File: src/rtl/dot4_pkg.sv
package dot4_pkg;

  typedef enum logic [1:0] {
    OVF_WRAP = 2'd0,
    OVF_WIDE = 2'd1,
    OVF_STEP = 2'd2,
    OVF_RSVD = 2'd3
  } ovf_mode_e;

  typedef struct packed {
    logic      sgn;
    logic      tree;
    ovf_mode_e mode;
    logic      sticky;
  } ctrl_t;

endpackage

File: src/rtl/dot4_prod_stage.sv
module dot4_prod_stage #(
  parameter int LANES  = 4,
  parameter int ELEM_W = 16,
  parameter int SUM_W  = 35
) (
  input  logic                   clk_i,
  input  logic                   rst_ni,
  input  logic                   en_i,
  input  logic                   valid_i,
  input  logic                   sgn_i,
  input  logic [LANES*ELEM_W-1:0] a_i,
  input  logic [LANES*ELEM_W-1:0] b_i,
  output logic [LANES*SUM_W-1:0]  prod_o,
  output logic                   valid_o
);

  localparam int EXT_W = SUM_W - ELEM_W;

  for (genvar g = 0; g < LANES; g++) begin : g_lane
    logic [ELEM_W-1:0]       a_el, b_el;
    logic signed [SUM_W-1:0] a_ext, b_ext, prod_d;
    logic [SUM_W-1:0]        prod_q;

    assign a_el   = a_i[g*ELEM_W +: ELEM_W];
    assign b_el   = b_i[g*ELEM_W +: ELEM_W];
    // sign bit replicated only in signed mode
    assign a_ext  = {{EXT_W{sgn_i & a_el[ELEM_W-1]}}, a_el};
    assign b_ext  = {{EXT_W{sgn_i & b_el[ELEM_W-1]}}, b_el};
    assign prod_d = a_ext * b_ext;

    always_ff @(posedge clk_i or negedge rst_ni) begin
      if (!rst_ni)   prod_q <= '0;
      else if (en_i) prod_q <= prod_d;
    end

    assign prod_o[g*SUM_W +: SUM_W] = prod_q;
  end

  always_ff @(posedge clk_i or negedge rst_ni) begin
    if (!rst_ni)   valid_o <= 1'b0;
    else if (en_i) valid_o <= valid_i;
  end

endmodule

File: src/rtl/dot4_step_add.sv
module dot4_step_add #(
  parameter int RES_W = 32,
  parameter int SUM_W = 35
) (
  input  logic signed [SUM_W-1:0] x_i,
  input  logic signed [SUM_W-1:0] y_i,
  input  logic                    sgn_i,
  input  logic                    chk_i,
  input  logic                    pin_i,
  output logic signed [SUM_W-1:0] sum_o,
  output logic                    ovf_o,
  output logic                    sat_o
);

  localparam logic [SUM_W-1:0] ONE = SUM_W'(1);
  localparam logic signed [SUM_W-1:0] S_HI = $signed((ONE << (RES_W-1)) - ONE);
  localparam logic signed [SUM_W-1:0] S_LO = -$signed(ONE << (RES_W-1));
  localparam logic signed [SUM_W-1:0] U_HI = $signed((ONE << RES_W) - ONE);
  localparam logic signed [SUM_W-1:0] U_LO = '0;

  logic signed [SUM_W-1:0] raw, hi, lo;

  assign raw = x_i + y_i;
  assign hi  = sgn_i ? S_HI : U_HI;
  assign lo  = sgn_i ? S_LO : U_LO;

  always_comb begin
    sum_o = raw;
    ovf_o = 1'b0;
    sat_o = 1'b0;
    if (pin_i) begin
      sum_o = x_i;        // operand already pinned at a limit
      sat_o = 1'b1;
    end else if (chk_i && (raw > hi)) begin
      sum_o = hi;
      ovf_o = 1'b1;
      sat_o = 1'b1;
    end else if (chk_i && (raw < lo)) begin
      sum_o = lo;
      ovf_o = 1'b1;
      sat_o = 1'b1;
    end
  end

endmodule

File: src/rtl/dot4_unit.sv
module dot4_unit #(
  parameter int ELEM_W = 16,
  parameter int RES_W  = 32,
  localparam int LANES = 4
) (
  input  logic                    clk_i,
  input  logic                    rst_ni,
  input  logic                    in_valid_i,
  output logic                    in_ready_o,
  input  logic [LANES*ELEM_W-1:0] a_i,
  input  logic [LANES*ELEM_W-1:0] b_i,
  input  logic                    signed_i,
  input  logic                    tree_i,
  input  logic [1:0]              ovf_mode_i,
  input  logic                    sticky_i,
  output logic                    out_valid_o,
  input  logic                    out_ready_i,
  output logic [RES_W-1:0]        result_o,
  output logic                    ovf_o,
  output logic                    sat_o
);
  import dot4_pkg::*;

  // headroom for four unclamped products
  localparam int SUM_W = RES_W + 3;

  logic adv;
  assign adv        = !(out_valid_o && !out_ready_i);
  assign in_ready_o = adv;

  // stage 1: products
  logic [LANES*SUM_W-1:0] prod;
  logic                   v1;
  ctrl_t                  ctrl1;

  dot4_prod_stage #(.LANES(LANES), .ELEM_W(ELEM_W), .SUM_W(SUM_W)) u_prod (
    .clk_i   (clk_i),
    .rst_ni  (rst_ni),
    .en_i    (adv),
    .valid_i (in_valid_i),
    .sgn_i   (signed_i),
    .a_i     (a_i),
    .b_i     (b_i),
    .prod_o  (prod),
    .valid_o (v1)
  );

  always_ff @(posedge clk_i or negedge rst_ni) begin
    if (!rst_ni) ctrl1 <= '0;
    else if (adv) ctrl1 <= '{sgn: signed_i, tree: tree_i,
                             mode: ovf_mode_e'(ovf_mode_i), sticky: sticky_i};
  end

  // stage 2: first two adds
  logic signed [SUM_W-1:0] p0, p1, p2, p3;
  assign p0 = prod[0*SUM_W +: SUM_W];
  assign p1 = prod[1*SUM_W +: SUM_W];
  assign p2 = prod[2*SUM_W +: SUM_W];
  assign p3 = prod[3*SUM_W +: SUM_W];

  logic step1;
  assign step1 = (ctrl1.mode == OVF_STEP);

  logic signed [SUM_W-1:0] sum_a, sum_b, bx, by;
  logic ovf_a, sat_a, ovf_b, sat_b, pin_b;

  dot4_step_add #(.RES_W(RES_W), .SUM_W(SUM_W)) u_add_a (
    .x_i(p0), .y_i(p1), .sgn_i(ctrl1.sgn), .chk_i(step1), .pin_i(1'b0),
    .sum_o(sum_a), .ovf_o(ovf_a), .sat_o(sat_a)
  );

  assign bx    = ctrl1.tree ? p2 : sum_a;
  assign by    = ctrl1.tree ? p3 : p2;
  assign pin_b = step1 && !ctrl1.tree && ctrl1.sticky && sat_a;

  dot4_step_add #(.RES_W(RES_W), .SUM_W(SUM_W)) u_add_b (
    .x_i(bx), .y_i(by), .sgn_i(ctrl1.sgn), .chk_i(step1), .pin_i(pin_b),
    .sum_o(sum_b), .ovf_o(ovf_b), .sat_o(sat_b)
  );

  logic [SUM_W-1:0] x2, y2;
  logic             satx2, ovf2, v2;
  ctrl_t            ctrl2;

  always_ff @(posedge clk_i or negedge rst_ni) begin
    if (!rst_ni) begin
      x2 <= '0; y2 <= '0; satx2 <= 1'b0; ovf2 <= 1'b0; v2 <= 1'b0; ctrl2 <= '0;
    end else if (adv) begin
      x2    <= ctrl1.tree ? sum_a : sum_b;
      y2    <= ctrl1.tree ? sum_b : p3;
      satx2 <= ctrl1.tree ? 1'b0 : sat_b;
      ovf2  <= ovf_a | ovf_b;
      v2    <= v1;
      ctrl2 <= ctrl1;
    end
  end

  // stage 3: final add and range check
  logic signed [SUM_W-1:0] sum_c;
  logic ovf_c, sat_c, chk_c, pin_c;

  assign chk_c = (ctrl2.mode == OVF_STEP) || (ctrl2.mode == OVF_WIDE);
  assign pin_c = (ctrl2.mode == OVF_STEP) && !ctrl2.tree && ctrl2.sticky && satx2;

  dot4_step_add #(.RES_W(RES_W), .SUM_W(SUM_W)) u_add_c (
    .x_i($signed(x2)), .y_i($signed(y2)), .sgn_i(ctrl2.sgn), .chk_i(chk_c),
    .pin_i(pin_c), .sum_o(sum_c), .ovf_o(ovf_c), .sat_o(sat_c)
  );

  always_ff @(posedge clk_i or negedge rst_ni) begin
    if (!rst_ni) begin
      out_valid_o <= 1'b0; result_o <= '0; ovf_o <= 1'b0; sat_o <= 1'b0;
    end else if (adv) begin
      out_valid_o <= v2;
      result_o    <= sum_c[RES_W-1:0];
      ovf_o       <= ovf2 | ovf_c;
      sat_o       <= sat_c;
    end
  end

endmodule

File: config.mk
export PLATFORM = sky130hd
export DESIGN_NAME = dot4_unit
export DESIGN_NICKNAME = d
export VERILOG_FILES = /design/src/rtl/dot4_pkg.sv /design/src/rtl/dot4_prod_stage.sv /design/src/rtl/dot4_step_add.sv /design/src/rtl/dot4_unit.sv
export SDC_FILE = /design/constraint.sdc
export NUM_CORES = 2
export LEC_CHECK = 0
export ABC_AREA = 1
export CAP_MARGIN = 25
export CORE_AREA = 2 2 428 430
export CTS_CLUSTER_SIZE = 24
export DETAILED_ROUTE_END_ITERATION = 7
export DIE_AREA = 0 0 430 432
export PLACE_DENSITY = 0.52
export SLEW_MARGIN = 20
export SYNTH_ARGS = -nofsm -noshare
export SYNTH_HDL_FRONTEND = slang
export SYNTH_SLANG_ARGS = --single-unit
File: constraint.sdc
create_clock -name clk_i -period 9.3 [get_ports clk_i]
set_input_delay 1.86 -clock clk_i [delete_from_list [all_inputs] [get_ports clk_i]]
set_output_delay 1.86 -clock clk_i [all_outputs]
set_load 0.1 [all_outputs]
# Word-level counts from Yosys, hierarchy flattened
# Index checks and enable logic that the tools add are counted.
[word_totals]
reg_bits = 259
latch_bits = 0
ramBits = 0
romBits = 0
input_bits = 137
output_inout_bits = 36
elab_cells = 93
mem_count = 0
[classes]
addsub = 3
multipliers = 4
div_mod_pow = 0
n_lt_le_gt_ge = 6
eq_ne = 3
shift = 0
n_mux = 27
bitwise = 10
n_reduce_logical = 18
[op_table]
columns = ["cell", "count"]
rows = [
  ["35-bit 2-to-1 mux", 11],
  ["32-bit 2-to-1 mux", 5],
  ["17-bit by 17-bit multiplier with 34-bit output", 4],
  ["35-bit adder", 3],
  ["35-bit < comparator", 3],
  ["35-bit greater-than comparator", 2],
  ["35-bit by 33-bit greater-than comparator with 1-bit output", 1],
  ["1-bit logical AND", 13],
  ["1-bit 2-to-1 mux", 11],
  ["1-bit bitwise AND", 8],
  ["2-bit equality test, second input constant", 2],
  ["1-bit logical NOT", 4],
  ["2-bit by 1-bit equality test with 1-bit output, second input constant", 1],
  ["1-bit bitwise OR", 2],
  ["1-bit logical OR", 1],
]

# Longest topological paths before layout
[logic_depth]
ltp_word = 13
mapped_depth = 63
mapped_depth_nobuf = 61

# Cells and area by module
# A second synthesis with hierarchy kept.
[hier_totals]
hier_cells = 10141
area_unflattened_um2 = 70034.7
[modules_own_cells]
columns = ["mod", "n_inst", "cells_per_inst", "area_per_inst_um2"]
rows = [
  ["dot4_prod_stage", 1, 6750, 52132.5],
  ["dot4_step_add at u_add_a ...", 2, 828, 3898.7],
  ["dot4_unit", 1, 923, 6252.2],
  ["dot4_step_add at u_add_b", 1, 812, 3852.4],
]

# Least setup slack after synthesis
# No wires, ideal clock.
[synth_timing]
kind = "input port to flip-flop"
from = "input b_i[2]"
to = "register u_prod.g_lane[0].prod_q[30]"
setup_time_ps = 82
arrival_ps = 7639
required_time_ps = 9218
setup_slack_ps = 1579
path_stages = 28
cell_sequence = "clkbuf_1 > clkbuf_1 > nand2_1 > fa_1 > inv_1 > fa_1 > inv_1 > fa_1 > inv_1 > fa_1 > inv_1 > fa_1 > inv_1 > fa_1 > ha_1 > nand2_1 > o21ai_0 > a21oi_1 > inv_1 > a21oi_1 > o21ai_0 > nand2_1 > nand2_1 > inv_1 > o21ai_0 > a31oi_1 > or2_2 > a31oi_1"
[synth_between]
elab_chain_len = 1
[synth_lines]
columns = ["item", "line", "source"]
rows = [
  ["from (decl)", "dot4_unit.sv:11", "input logic [LANES*ELEM_W-1:0] b_i,"],
  ["17-bit by 17-bit multiplier with 34-bit output", "dot4_prod_stage.sv:29", "assign prod_d = a_ext * b_ext;"],
  ["to (signal assigned)", "dot4_prod_stage.sv:33", "else if (en_i) prod_q <= prod_d;"],
  ["to (decl)", "dot4_prod_stage.sv:22", "logic [SUM_W-1:0] prod_q;"],
]
# No other way between the ends.
# A chain may end at the register's enable or synchronous reset.

# Worst setup path in the final report
[layout_timing]
from = "register u_prod.g_lane[1].prod_q[0]"
to = "register y2[26]"
[layout_between]
elab_chain_len = 13
[layout_lines]
columns = ["item", "line", "source"]
rows = [
  ["from (decl)", "dot4_prod_stage.sv:22", ""],
  ["from (signal assigned)", "dot4_prod_stage.sv:33", ""],
  ["35-bit adder (*)", "dot4_step_add.sv:23", "assign raw = x_i + y_i;"],
  ["35-bit < comparator", "dot4_step_add.sv:38", "end else if (chk_i && (raw < lo)) begin"],
  ["1-bit logical AND", "dot4_step_add.sv:38", ""],
  ["35-bit 2-to-1 mux", "dot4_step_add.sv:38", ""],
  ["35-bit 2-to-1 mux", "dot4_step_add.sv:34", "end else if (chk_i && (raw > hi)) begin"],
  ["35-bit 2-to-1 mux", "dot4_unit.sv:72", "assign bx = ctrl1.tree ? p2 : sum_a;"],
  ["35-bit adder", "dot4_step_add.sv:23", ""],
  ["35-bit < comparator", "dot4_step_add.sv:38", ""],
  ["1-bit logical AND", "dot4_step_add.sv:38", ""],
  ["35-bit 2-to-1 mux", "dot4_step_add.sv:38", ""],
  ["35-bit 2-to-1 mux", "dot4_step_add.sv:34", ""],
  ["35-bit 2-to-1 mux (*)", "dot4_step_add.sv:31", "if (pin_i) begin"],
  ["35-bit 2-to-1 mux (*)", "dot4_unit.sv:90", "y2 <= ctrl1.tree ? sum_b : p3;"],
  ["to (signal assigned)", "dot4_unit.sv:90", ""],
  ["to (decl)", "dot4_unit.sv:81", "logic [SUM_W-1:0] x2, y2;"],
]
# Every way passes the cells marked *; elsewhere a longest branch is shown, timed or not.

==> results.txt <==
Relative to the synthesized area, the layout overhead comes to 9.43%. The die outline width is 430 um. For the final routed database, the setup TNS stands at 0 ps. The largest total area in the synthesized netlist belongs to sky130_fd_sc_hd__fa_1. Across the run, the number of max-cap violations was 0. The via-per-instance ratio is 4.81. Entering global routing, the biggest net connects 179 pins. In this run the worst path has a maximum fanout of 20. The remaining routing DRC violations is 0. After floorplanning, the core was divided into 157 placement rows.

Along the worst hold path, the cell count comes to 1. The library cells used most frequently in the layout, excluding fill and tap cells, are sky130_fd_sc_hd__nand2_1 (2109), sky130_fd_sc_hd__inv_1 (2076), sky130_fd_sc_hd__fa_1 (1189). The worst register-to-register path ends at y2[26]$_DFFE_PN0N_. The maximum buffer depth of the clock tree is 3. The register-to-register path setup slack is 690 ps. The required time of the critical path is 9730 ps. The Yosys warning count came out at 0.

For the pin with the worst max-slew slack, the measured transition is roughly 1000 ps. The starting density of the core is 0.346. The post-cts hold buffer count came out at 0. The share of flip-flops with an asynchronous set or reset came out at 1.00. The worst setup slack after placement came out at 353 ps. The number of enable flip-flop cells after synthesis is 0. The final period utilization is 0.925. The count of endpoints failing setup in the final report came out at 0. The utilization after layout came out at 0.379.

The final critical path time including I/O delays and setup came out at 8610 ps. The ratio of cells with drive above 1 in the final layout is 0.0504. In this run the number of H-tree levels came out at 2. The final wirelength is around 200 mm. The clock insertion delay at the later pin of the skew report came out at 570 ps. The HPWL after detailed placement came out at ~170 mm. The total number of vias came out at about 51000.

The worst hold path begins at v2$_DFFE_PN0N_. The count of buffers added on input and output ports is roughly 170. The final layout net count came out at ~10000. Before antenna repair, the detailed router went through 6 iterations. Leaving out fill and tap cells, the most frequent cell in the layout is sky130_fd_sc_hd__nand2_1. The startpoint identified for the worst register-to-register timing path is u_prod.g_lane[1].prod_q[0]$_DFFE_PN0N_. Among the stages of the critical path, the cell type that occurs most often is sky130_fd_sc_hd__nand2_1. The number of antenna violations at the first check in global routing came out at 16.

The number of cells produced by synthesis came out at between 8000 and 9000. Dividing the synthesized area by the synthesized cell count gives 7.66 sq um. The clock sink count came out at approximately 260. The DRC violation total after the first TritonRoute iteration is ~3200.

The core region is 182000 sq um. The critical path is of the reg -> reg type. On the critical path, the stage with the largest delay is an instance of sky130_fd_sc_hd__dfrtp_1. The overall global routing resource usage came out at 0.214. The sequential element share of the synthesized area came out at 0.101. The synthesized area is 62900 sq um. The number of distinct library cell variants in the gate-level netlist after synthesis is 55. The worst hold slack across all endpoints is 467 ps. The total congestion overflow after global routing is 0. For this run, the leading register cell type out of synthesis is sky130_fd_sc_hd__dfrtp_1. The number of cells on the worst reg-to-reg path is 50. The final-report hold violation count is 0.

The worst path setup slack after routing came out at 695 ps. The worst setup path is launched from a flip-flop. After synthesis, the cell types taking the most area are sky130_fd_sc_hd__fa_1 (38%), sky130_fd_sc_hd__nand2_1 (13%), sky130_fd_sc_hd__inv_1 (12%), sky130_fd_sc_hd__dfrtp_1 (10%), sky130_fd_sc_hd__ha_1 (9.1%).

The clock-pin transition on the worst setup and hold timing paths is 60 ps. The final worst clock skew is 27.7 ps. The arrival time at the worst endpoint came out at 9040 ps. The remaining max-slew budget at the tightest pin came out at 0.316. The worst hold path terminates at out_valid_o$_DFFE_PN0N_. Setup repair after global routing left no endpoint under its margin.

The total nets after synthesis is ~10000. The flow ran to the end, and the final reports show no timing, DRC or antenna violations. The tightest min-delay check is of the reg -> reg type. The worst setup path is captured at a flip-flop.

The final weighted congestion in routability-driven placement is 0.948. The upper clock frequency limit came out at 0.116 GHz. TritonCTS built the clock tree. The number of global-route vias before repair came out at 53900. The number of nets with antenna violations after detailed routing is 0. The die footprint is 186000 sq um. The routed length per placed instance is 18.4 um.

The post-synthesis register bit count came out at roughly 260. The count of pins on the block boundary is ~170. In this run the clock root is driven by a sky130_fd_sc_hd__clkbuf_16.

The number of clock buffers inserted by TritonCTS came out at 35. The floorplan step set the die height to around 430 um. The first global-routing pass estimated 310 mm of wire. Of the post-synthesis cell area, the dominant cell type holds 0.378. The highest cell delay on the worst timing path came out at 430 ps.

The final-layout fill cell count is 19100. The total count of max-transition violations in the final report came out at 0.
==> cell usage after synthesis (all sizes together) (14+ instances only) <==
cell type and count:
dfrtp 255, inv 2079, xor2 81, o21a 14, nand3 267, clkbuf 337, nand2 2130, nor2 284
o211ai 24, o21ai 377, a31oi 19, or2 105, fa 1189, buf 34, o21bai 18, nor3 25
ha 456, xnor2 91, a21oi 258, nand4 52, a22oi 31
==> per-layer routing <==
metal	part of all wire	GRT usage
met1	0.44	0.287
met2	0.50	0.376
met3	0.036	0.0140
met4	0.024	0.0488
met5	0	0
==> kinds of logic (layout without fill, tap and decap cells) <==
family          Yosys count  in the layout  share of synthesized area
flops                   255            255                      0.101
other cells               0              3                          0
simple gates           2887           2888                      0.188
buf+inv                2453           2499                      0.148
compound gates          801            801                     0.0705
xor+xnor                172            172                     0.0239
fa+ha+maj              1645           1645                      0.469
==> repair_timing <==
item,4_1_cts,5_1_grt
resized for setup,0,28
endpoints found under the hold margin,0,0
setup endpoints to repair,0,72
buffers inserted,0,7
==> final cells by class <==
type,count,area (sq um),area share
well taps,2385,2980,0.0433
multi-input cells,5506,47400,0.688
inverters,2082,7820,0.114
repair buffers,353,3160,0.0458
clock inverters,15,114,0.00165
flip-flops and latches,255,6380,0.0927
diodes,3,7.51,0.000109
clock buffers,49,998,0.0145
==> registers in the layout, indices dropped and copies added (netlist names) <==
name	flops
result_o	32
y2	35
ctrl2	5
ovf_o	1
u_prod.valid_o	1
out_valid_o	1
satx2	1
u_prod.g_lane.prod_q	136
ctrl1	5
sat_o	1
v2	1
x2	35
ovf2	1
==> how the worst max path moves through the flow <==
stage | from | endpoint | slack [ps] | depth (start not counted)
2_1_floorplan | b_i[2] | u_prod.g_lane[0].prod_q[30]$_DFFE_PN0N_ | 1580 | 28
3_3_place_gp | u_prod.g_lane[0].prod_q[20]$_DFFE_PN0N_ | y2[5]$_DFFE_PN0N_ | 360 | 63
3_5_place_dp | u_prod.g_lane[0].prod_q[20]$_DFFE_PN0N_ | x2[2]$_DFFE_PN0N_ | 350 | 63
4_1_cts | u_prod.g_lane[0].prod_q[20]$_DFFE_PN0N_ | y2[0]$_DFFE_PN0N_ | 310 | 63
5_1_grt | u_prod.g_lane[0].prod_q[14]$_DFFE_PN0N_ | y2[5]$_DFFE_PN0N_ | 4 | 63
6_report | u_prod.g_lane[1].prod_q[0]$_DFFE_PN0N_ | y2[26]$_DFFE_PN0N_ | 690 | 50
==> stage by stage <==
stage | cells | area (sq um)
4_1_cts | 10600 | 68700
3_5_place_dp | 10600 | 67600
5_1_grt | 10600 | 68900
3_3_place_gp | 10600 | 67500
6_report | 10600 | 68900
2_1_floorplan | 8213 | 62900
==> worst max-delay path, delay by kind of cell (launching register included) <==
family,cells,cell delay [ps]
DFF,1,430
buffers and inverters,10,1470
and+or+nand+nor,24,2980
AOI/OAI and AO/OA,9,1410
xor gates and xnor gates,1,330
adders and majority gates,6,1780
Power is left out: the tool's default activity adds up to more than one toggle a clock period on the data nets, which glitch-free logic cannot reach.
